--- src/rtl/irqs_pkg.sv ---
package irqs_pkg;

   // Target of a register access
   typedef enum logic {
      SEL_STATUS = 1'b0,
      SEL_ENABLE = 1'b1
   } irqs_sel_e;

   // Number of summary classes; index 0 is normal, index 1 abnormal
   localparam int N_CLASS = 2;

endpackage

--- src/rtl/irqs_src_bank.sv ---
module irqs_src_bank #(
   parameter int N_SRC = 9
) (
   input  logic             clk,
   input  logic             rst_n,
   input  logic [N_SRC-1:0] evt_i,
   input  logic [N_SRC-1:0] clr_i,
   output logic [N_SRC-1:0] stat_o
);

   for (genvar k = 0; k < N_SRC; k++) begin : g_bit
      logic flag_q;

      // Set has priority over a clear in the same cycle
      always_ff @(posedge clk or negedge rst_n) begin
         if (!rst_n) flag_q <= 1'b0;
         else        flag_q <= evt_i[k] | (flag_q & ~clr_i[k]);
      end

      assign stat_o[k] = flag_q;

      AST_SRC_SET:  assert property (@(posedge clk) disable iff (!rst_n)
                       evt_i[k] |=> stat_o[k]);
      AST_SRC_HOLD: assert property (@(posedge clk) disable iff (!rst_n)
                       stat_o[k] && !clr_i[k] |=> stat_o[k]);
      AST_SRC_CLR:  assert property (@(posedge clk) disable iff (!rst_n)
                       clr_i[k] && !evt_i[k] |=> !stat_o[k]);
   end

endmodule

--- src/rtl/irqs_summary.sv ---
module irqs_summary #(
   parameter int N_SRC = 9
) (
   input  logic             clk,
   input  logic             rst_n,
   input  logic [N_SRC-1:0] evt_i,
   input  logic [N_SRC-1:0] en_i,   // already restricted to this class
   input  logic             clr_i,
   output logic             sum_o
);

   logic hit;
   logic sum_q;

   assign hit = |(evt_i & en_i);

   always_ff @(posedge clk or negedge rst_n) begin
      if (!rst_n) sum_q <= 1'b0;
      else        sum_q <= hit | (sum_q & ~clr_i);
   end

   assign sum_o = sum_q;

   AST_SUM_SET:  assert property (@(posedge clk) disable iff (!rst_n)
                    |(evt_i & en_i) |=> sum_o);
   AST_SUM_HOLD: assert property (@(posedge clk) disable iff (!rst_n)
                    sum_o && !clr_i |=> sum_o);
   AST_SUM_CLR:  assert property (@(posedge clk) disable iff (!rst_n)
                    clr_i && !(|(evt_i & en_i)) |=> !sum_o);

endmodule

--- src/rtl/irqs_enable_reg.sv ---
module irqs_enable_reg #(
   parameter int              DATA_W = 32,
   parameter logic [DATA_W-1:0] MASK = '1
) (
   input  logic              clk,
   input  logic              rst_n,
   input  logic              wr_i,
   input  logic [DATA_W-1:0] wdata_i,
   output logic [DATA_W-1:0] en_o
);

   // Only implemented positions get a flop; the rest are tied low
   for (genvar k = 0; k < DATA_W; k++) begin : g_bit
      if (MASK[k]) begin : g_flop
         logic bit_q;
         always_ff @(posedge clk or negedge rst_n) begin
            if (!rst_n)    bit_q <= 1'b0;
            else if (wr_i) bit_q <= wdata_i[k];
         end
         assign en_o[k] = bit_q;
      end else begin : g_tie
         assign en_o[k] = 1'b0;
      end
   end

   AST_ENA_WRITE: assert property (@(posedge clk) disable iff (!rst_n)
                     wr_i |=> en_o == ($past(wdata_i) & MASK));
   AST_ENA_KEEP:  assert property (@(posedge clk) disable iff (!rst_n)
                     !wr_i |=> $stable(en_o));

endmodule

--- src/rtl/irq_status_ctrl.sv ---
module irq_status_ctrl #(
   parameter int DATA_W      = 32,
   parameter int N_NORM      = 3,
   parameter int N_ABN       = 6,
   parameter int ABN_SUM_BIT = 15,
   parameter int NRM_SUM_BIT = 16
) (
   input  logic                      clk,
   input  logic                      rst_n,
   input  logic [N_NORM+N_ABN-1:0]   evt_i,
   input  logic                      bus_wr,
   input  logic                      bus_addr,
   input  logic [DATA_W-1:0]         bus_wdata,
   input  logic                      bus_raddr,
   output logic [DATA_W-1:0]         bus_rdata,
   output logic                      irq_o
);
   import irqs_pkg::*;

   localparam int N_SRC = N_NORM + N_ABN;
   localparam logic [DATA_W-1:0] ONE      = {{(DATA_W-1){1'b0}}, 1'b1};
   localparam logic [DATA_W-1:0] SRC_MASK = (ONE << N_SRC) - ONE;
   localparam logic [DATA_W-1:0] NRM_MASK = (ONE << N_NORM) - ONE;
   localparam logic [DATA_W-1:0] ABN_MASK = SRC_MASK & ~NRM_MASK;
   localparam logic [DATA_W-1:0] ENA_MASK = SRC_MASK | (ONE << ABN_SUM_BIT)
                                                     | (ONE << NRM_SUM_BIT);

   // Elaboration-time parameter checks
   if (N_NORM < 1 || N_ABN < 1) begin : g_chk_cnt
      $error("each class needs at least one source");
   end
   if (N_SRC > ABN_SUM_BIT || N_SRC > NRM_SUM_BIT) begin : g_chk_overlap
      $error("source bits overlap a summary position");
   end
   if (ABN_SUM_BIT == NRM_SUM_BIT) begin : g_chk_same
      $error("summary positions must differ");
   end
   if (ABN_SUM_BIT >= DATA_W || NRM_SUM_BIT >= DATA_W) begin : g_chk_width
      $error("summary position outside the data word");
   end

   logic              wr_stat, wr_ena;
   logic [N_SRC-1:0]  src_clr, src_stat, src_en;
   logic [DATA_W-1:0] ena_w, stat_w;
   logic [N_CLASS-1:0] sum_q, sum_en;

   assign wr_stat = bus_wr && (bus_addr == SEL_STATUS);
   assign wr_ena  = bus_wr && (bus_addr == SEL_ENABLE);
   assign src_clr = wr_stat ? bus_wdata[N_SRC-1:0] : '0;

   irqs_src_bank #(.N_SRC(N_SRC)) u_bank (
      .clk    (clk),
      .rst_n  (rst_n),
      .evt_i  (evt_i),
      .clr_i  (src_clr),
      .stat_o (src_stat)
   );

   irqs_enable_reg #(.DATA_W(DATA_W), .MASK(ENA_MASK)) u_ena (
      .clk     (clk),
      .rst_n   (rst_n),
      .wr_i    (wr_ena),
      .wdata_i (bus_wdata),
      .en_o    (ena_w)
   );

   assign src_en = ena_w[N_SRC-1:0];

   // One summary per class: 0 normal, 1 abnormal
   for (genvar c = 0; c < N_CLASS; c++) begin : g_class
      localparam int               POS   = (c == 0) ? NRM_SUM_BIT : ABN_SUM_BIT;
      localparam logic [DATA_W-1:0] CMASK = (c == 0) ? NRM_MASK : ABN_MASK;
      logic [N_SRC-1:0] cls_en;

      assign cls_en    = src_en & CMASK[N_SRC-1:0];
      assign sum_en[c] = ena_w[POS];

      irqs_summary #(.N_SRC(N_SRC)) u_sum (
         .clk   (clk),
         .rst_n (rst_n),
         .evt_i (evt_i),
         .en_i  (cls_en),
         .clr_i (wr_stat && bus_wdata[POS]),
         .sum_o (sum_q[c])
      );

      AST_IRQ_RAISE: assert property (@(posedge clk) disable iff (!rst_n)
                        (|(evt_i & cls_en)) && sum_en[c] && !wr_ena
                        |=> irq_o);
   end

   always_comb begin
      stat_w              = '0;
      stat_w[N_SRC-1:0]   = src_stat;
      stat_w[NRM_SUM_BIT] = sum_q[0];
      stat_w[ABN_SUM_BIT] = sum_q[1];
   end

   assign bus_rdata = (bus_raddr == SEL_ENABLE) ? ena_w : stat_w;
   assign irq_o     = |(sum_q & sum_en);

   AST_IRQ_IDLE: assert property (@(posedge clk) disable iff (!rst_n)
                    !sum_en[0] && !sum_en[1] |-> !irq_o);

endmodule

--- config.mk ---
export PLATFORM = sky130hd
export DESIGN_NAME = irq_status_ctrl
export DESIGN_NICKNAME = d
export VERILOG_FILES = /design/src/rtl/irqs_pkg.sv /design/src/rtl/irqs_src_bank.sv /design/src/rtl/irqs_summary.sv /design/src/rtl/irqs_enable_reg.sv /design/src/rtl/irq_status_ctrl.sv
export SDC_FILE = /design/constraint.sdc
export NUM_CORES = 1
export LEC_CHECK = 0
export CAP_MARGIN = 20
export CORE_UTILIZATION = 35
export DETAILED_ROUTE_END_ITERATION = 7
export PLACE_DENSITY = 0.8
export SYNTH_ARGS = -nofsm -noshare
export SYNTH_HDL_FRONTEND = slang
export SYNTH_SLANG_ARGS = --single-unit
--- constraint.sdc ---
create_clock -name clk -period 1.3 [get_ports clk]
set_clock_uncertainty 0.05 [all_clocks]
set_input_delay 0.195 -clock clk [delete_from_list [all_inputs] [get_ports clk]]
set_output_delay 0.195 -clock clk [all_outputs]
set_load 0.02 [all_outputs]
==> metrics.yaml, run 1 <==
status: "finished with violations"
violations: "setup timing"
grt_pass1_vias: 1013
antenna_found_initial: 0
fmax_ghz: 0.7089
multi_input_area_um2: 540.5
ys_types: 13
powerDensity_nw_per_um2: 1114
area_growth_pct: 55.75
core_um2: 3103
min_period_ns: 1.411
gr-total-overflow: 0
netlist_area_um2: 1165
rsz0062_at_grt: "yes"
min_path_type: "input port to asynchronous set/reset pin"
rrSetupSlack_ns: -0.01
ys_top_cells_by_area: "dfrtp_1 (47%), mux2_2 (21%), buf_4 (14%), a21o_1 (6.4%), nand2_1 (3.9%)"
cts_tree: "built"
ys_ff_latch: 22
synthCells: 99
die_x_um: 59.69
max_stage_delay_ns: 0.43
fin_crit_sh_pct: 108.5
yosysSeqAreaShare_pct: 47.26
path_cells: "mux2_4, buf_6"
switching_share_pct: 27.85
avgViaCountPerCell: 4.615
cts_root_buf: "clkbuf_4"
nets: 208
drc_errors: 0
busiest_layer: "met2"
crit_arrival_ns: 1.17
post-dp-hpwl_mm: 1.991
yosys_most_used_dff: "dfrtp_1"
diodes: 0
post-synth-top-area-fraction_pct: 47.26
hold_viol: 0
numCtsBuffers: 3
instances_no_fill: 205
cp_slowest_cell: "dfrtp_1"
drt_pass1_iterations: 4
leakagePower_nw: 0.8178
nFillCells: 248
ys_top_cells_by_count: "buf_4 (22), dfrtp_1 (22), mux2_2 (22)"
async_flop_share_pct: 100.0
grt.total_usage_pct: 18.72
grt_max_degree: 23
grt_first_pass_wirelength_mm: 4.912
finalWorstSetupSlack_ns: -0.1106
critical_path.top_delay_family: "flip-flops"
wire_per_inst_um: 14.88
holdBufCountCts: 0
path_clk_slew_ns: 0.13
worstSetupPathType: "flip-flop to primary output"
use_met1_pct: 22.98
switchingPower_w: 0.0005625
finalSetupViolations: 13
gp_congestion: 0.8342
via_count: 946
clock_path_buffers: 2
synth_edf_count: 0
rows: 20
start_util_pct: 37.54
power_frac_comb_pct: 34.2
detail-route-antenna-nets: 0
clk_latency_ns: 0.31
slew_violations: 0
io_pins: 79
drt-total-wl_mm: 3.050
die_area_um2: 3563
power_frac_seq_pct: 39.5
synth_top_area_cell: "dfrtp_1"
io_buffer_count: 36
cts_sinks: 22
avgSynthCellArea_um2: 11.77
critPathRequiredTime_ns: 1.05
fin_util_pct: 58.47
drv_cap: 0
p_int_w: 0.001458
place_inst: 186
ys_warn_count: 0
clkPwrFrac_pct: 26.3
layout-drive-gt1-share_pct: 41.61
dr.first_iter.drc_count: 19
timing.hold.ws_ns: 0.1666
die_height_um: 59.69
met2_usage_pct: 33.17
cts_max_level: 1
startpoint_type: "flip-flop"
critPathCaptureType: "primary output"
critical_path.max_fanout: 3
ir_worst_vdd_mv: 1.043
grtUsageMet3_pct: 2.165
regArea_um2: 550.5
path_buf_inv: 1
## area by class of cell
class                   count  area share (%)
repair buffers             62           33.93
multi-input cells          73           29.79
clock inverters             1           1.655
clock buffers               3           1.241
flip-flops and latches     22           30.34
well taps                  44           3.034
## power by group through the flow
stage	clock network, W	logic (W)	registers (W)
floorplan	0	0.000327	0.000798
global placement	0	0.000540	0.000806
detailed placement	0	0.000556	0.000810
CTS	0.000531	0.000641	0.000794
global route	0.000579	0.000733	0.000805
finish	0.000532	0.000690	0.000798
## flip-flops by register name, summed over array words and instances (netlist names)
name and flops:
u_bank.g_bit.flag_q 9, u_ena.g_bit.g_flop.bit_q 11, g_class.u_sum.sum_o 2
## per-layer routing
metal  share of wire (%)  vias up  wire (µm)
met5                   0        -          0
met4                 1.0        0         31
met3                 5.6        4        171
met2                  54       52       1644
met1                  39      466       1203
li1                    -      424          -
## cells by family (layout without fill, tap and decap cells)
kind of cell | count (synthesis) | count (layout) | share of synthesized area [%]
other cells | 1 | 21 | 0.3219
compound gates | 16 | 16 | 10.74
flops | 22 | 22 | 47.26
buf+inv | 24 | 66 | 15.57
simple gates | 14 | 14 | 4.833
mux | 22 | 22 | 21.27
## stage by stage
stage | TNS, ns | setup slack, ns | instance area [µm²] | total power, W
finish | -0.9361 | -0.1106 | 1814 | 0.002020
detailed placement | -10.66 | -0.6754 | 1582 | 0.001366
floorplan | 0 | 0.2679 | 1240 | 0.001125
CTS | -0.9055 | -0.1159 | 1749 | 0.001966
global route | -1.503 | -0.1616 | 1814 | 0.002117
global placement | -9.633 | -0.6633 | 1582 | 0.001346
## repair_timing
action | 4_1_cts | 5_1_grt
buffers inserted | 8 | 6
cloned | 1 | 0
gates resized for setup | 79 | 5
pin swaps | 0 | 1
setup endpoints to repair | 12 | 13
## final timing paths
kind                                             startpoint                            to  depth (start not counted)
worst max-delay path                 g_class[1].u_sum.sum_o                 bus_rdata[15]                          2
worst min-delay path                                  rst_n   u_ena.g_bit[4].g_flop.bit_q                          2
worst max register to register  u_ena.g_bit[1].g_flop.bit_q        g_class[0].u_sum.sum_o                          4
worst min register to register       u_bank.g_bit[5].flag_q        u_bank.g_bit[5].flag_q                          1
max in group asynchronous                             rst_n  u_ena.g_bit[16].g_flop.bit_q                          2
min in group clk                                   evt_i[3]        u_bank.g_bit[3].flag_q                          2
## cell usage in the layout (no fill, tap or decap)
master,n
a21o_1,10
a221o_1,1
a22o_1,2
a22oi_1,1
a22oi_2,2
buf_12,2
buf_2,1
buf_4,23
buf_6,12
bufbuf_16,1
bufinv_16,1
clkbuf_4,3
clkdlybuf4s50_1,23
conb_1,21
dfrtp_1,22
mux2_2,16
mux2_4,6
nand2_1,12
nand3_1,1
nor2b_1,1
(Power assumes the default switching activity.)
==> run 2, diff against run 1 <==
Settings changed: RECOVER_POWER from default to 100.
==> run 2 against run 1 <==
Compared with the run above:
- the run still ends with setup timing left
- sequential power hardly changed
- via count is the same
- power is 0.41% lower
- final area down 0.97%
- die area is the same
- register-to-register slack about the same
- maximum frequency about the same
- clock power is essentially flat
- critical path type unchanged
- largest cell class unchanged
- largest power group unchanged
==> metrics.yaml, run 2 (synthesis results as in run 1) <==
status: "finished with violations"
violations: "setup timing"
drt_pass1_iterations: 4
regMostFlops: "u_ena.g_bit.g_flop.bit_q"
cts_root_buf: "clkbuf_4"
layout_common_cells: "dfrtp_1 (22), buf_4 (22), conb_1 (21), clkdlybuf4s50_1 (21), mux2_2 (16)"
fin_crit_sh_pct: 108.5
io_buffer_count: 36
drv_cap: 0
grt_max_degree: 23
drt-total-wl_mm: 3.049
start_util_pct: 37.54
stdcell_area_um2: 1797
wire_per_inst_um: 14.87
die_height_um: 59.69
min_period_ns: 1.411
slew_violations: 0
hold_viol: 0
avgViaCountPerCell: 4.615
leakagePower_nw: 0.8107
finalWorstSetupSlack_ns: -0.1107
fmax_ghz: 0.7089
rr_startpoint: "u_ena.g_bit[1].g_flop.bit_q"
crit_start: "g_class[1].u_sum.sum_o"
io_pins: 79
grt.total_usage_pct: 18.72
max_stage_delay_ns: 0.43
critPathCaptureType: "primary output"
startpoint_type: "flip-flop"
via_count: 946
powerDensity_nw_per_um2: 1120
dr.first_iter.drc_count: 16
largest_register_ffs: 11
clk_latency_ns: 0.31
gr-total-overflow: 0
critical_path.max_fanout: 3
layout-drive-gt1-share_pct: 41.61
min_path_type: "input port to asynchronous set/reset pin"
finalSetupViolations: 20
diodes: 0
cts_tree: "built"
cts_max_level: 1
crit_arrival_ns: 1.17
critPathRequiredTime_ns: 1.05
rsz0062_at_grt: "yes"
path_cells: "mux2_4, buf_6"
die_area_um2: 3563
core_um2: 3103
clock_path_buffers: 2
area_growth_pct: 54.24
path_clk_slew_ns: 0.13
grt_pass1_vias: 1013
gp_congestion: 0.8342
holdBufCountCts: 0
place_area_um2: 1582
post-dp-hpwl_mm: 1.991
detail-route-antenna-nets: 0
place_inst: 186
p_total_w: 0.002012
drc_errors: 0
instances_no_fill: 205
cp_slowest_cell: "dfrtp_1"
numCtsBuffers: 3
slew_headroom_pct: 63.27
nets: 208
ir_worst_vdd_mv: 1.041
worstSetupPathType: "flip-flop to primary output"
antenna_found_initial: 0
grt_first_pass_wirelength_mm: 4.912
tightest_slew_ns: 0.5509
die_x_um: 59.69
rows: 20
cts_sinks: 22
## run 2: cell types whose count changed in the layout (fill, tap and decap cells not counted)
| cell | delta |
|---|---|
| clkdlybuf4s50_1 | -2 |
| dlygate4sd3_1 | +2 |
| buf_12 | -1 |
| buf_2 | +1 |
| buf_4 | -1 |
| clkbuf_2 | +1 |
## run 2: final cells by class
type	instances	area [µm²]
fill	251	1306
clock buffer	3	22.52
timing repair buffer	62	598.1
multi-input combinational	73	540.5
clock inverter	1	30.03
sequential	22	550.5
tap	44	55.05
## run 2: worst max-delay path, delay by kind of cell (launching register included)
family | cells | cell delay [ns]
multiplexers | 1 | 0.29
buffers and inverters | 1 | 0.13
flip-flops | 1 | 0.43
## run 2: path summary, 6_finish.rpt
path                                                      to  slack (ns)  cells past startpoint
worst min register to register        u_bank.g_bit[5].flag_q        0.45                      1
worst min-delay path             u_ena.g_bit[4].g_flop.bit_q        0.33                      2
worst max register to register        g_class[0].u_sum.sum_o       -0.01                      4
worst max-delay path                           bus_rdata[15]       -0.11                      2
min in group clk                      u_bank.g_bit[3].flag_q        0.43                      2
max in group asynchronous       u_ena.g_bit[16].g_flop.bit_q        0.50                      2
## run 2: report_power, final
group          switching [W]  internal, W
Clock               0.000221     0.000312
Sequential         0.0000453     0.000753
Combinational       0.000295     0.000386
Total               0.000561      0.00145
## run 2: routing by layer
metal  global-route usage, %  share of wire (%)  vias up
li1                        -                  -      424
met1                   22.98                 40      466
met2                   33.17                 54       52
met3                   2.165                5.6        4
met4                   7.641               0.95        0
met5                       0                  0        -
## run 2: per-stage QoR
stage	util, %	setup slack (ns)	hold WS, ns	setup TNS (ns)
floorplan	-	0.2679	-0.1506	0
global placement	50.97	-0.6633	0.4066	-9.633
detailed placement	50.97	-0.6754	0.4159	-10.66
CTS	56.37	-0.1159	0.1715	-0.9055
global route	57.90	-0.1616	0.3659	-1.799
finish	57.90	-0.1107	0.3291	-0.9845
## run 2: what timing repair did
action / 4_1_cts / 5_1_grt
gates cloned: 1 / 0
resized for setup: 79 / 5
buffers inserted: 8 / 6
pin swaps: 0 / 1
endpoints found under the setup margin: 12 / 13
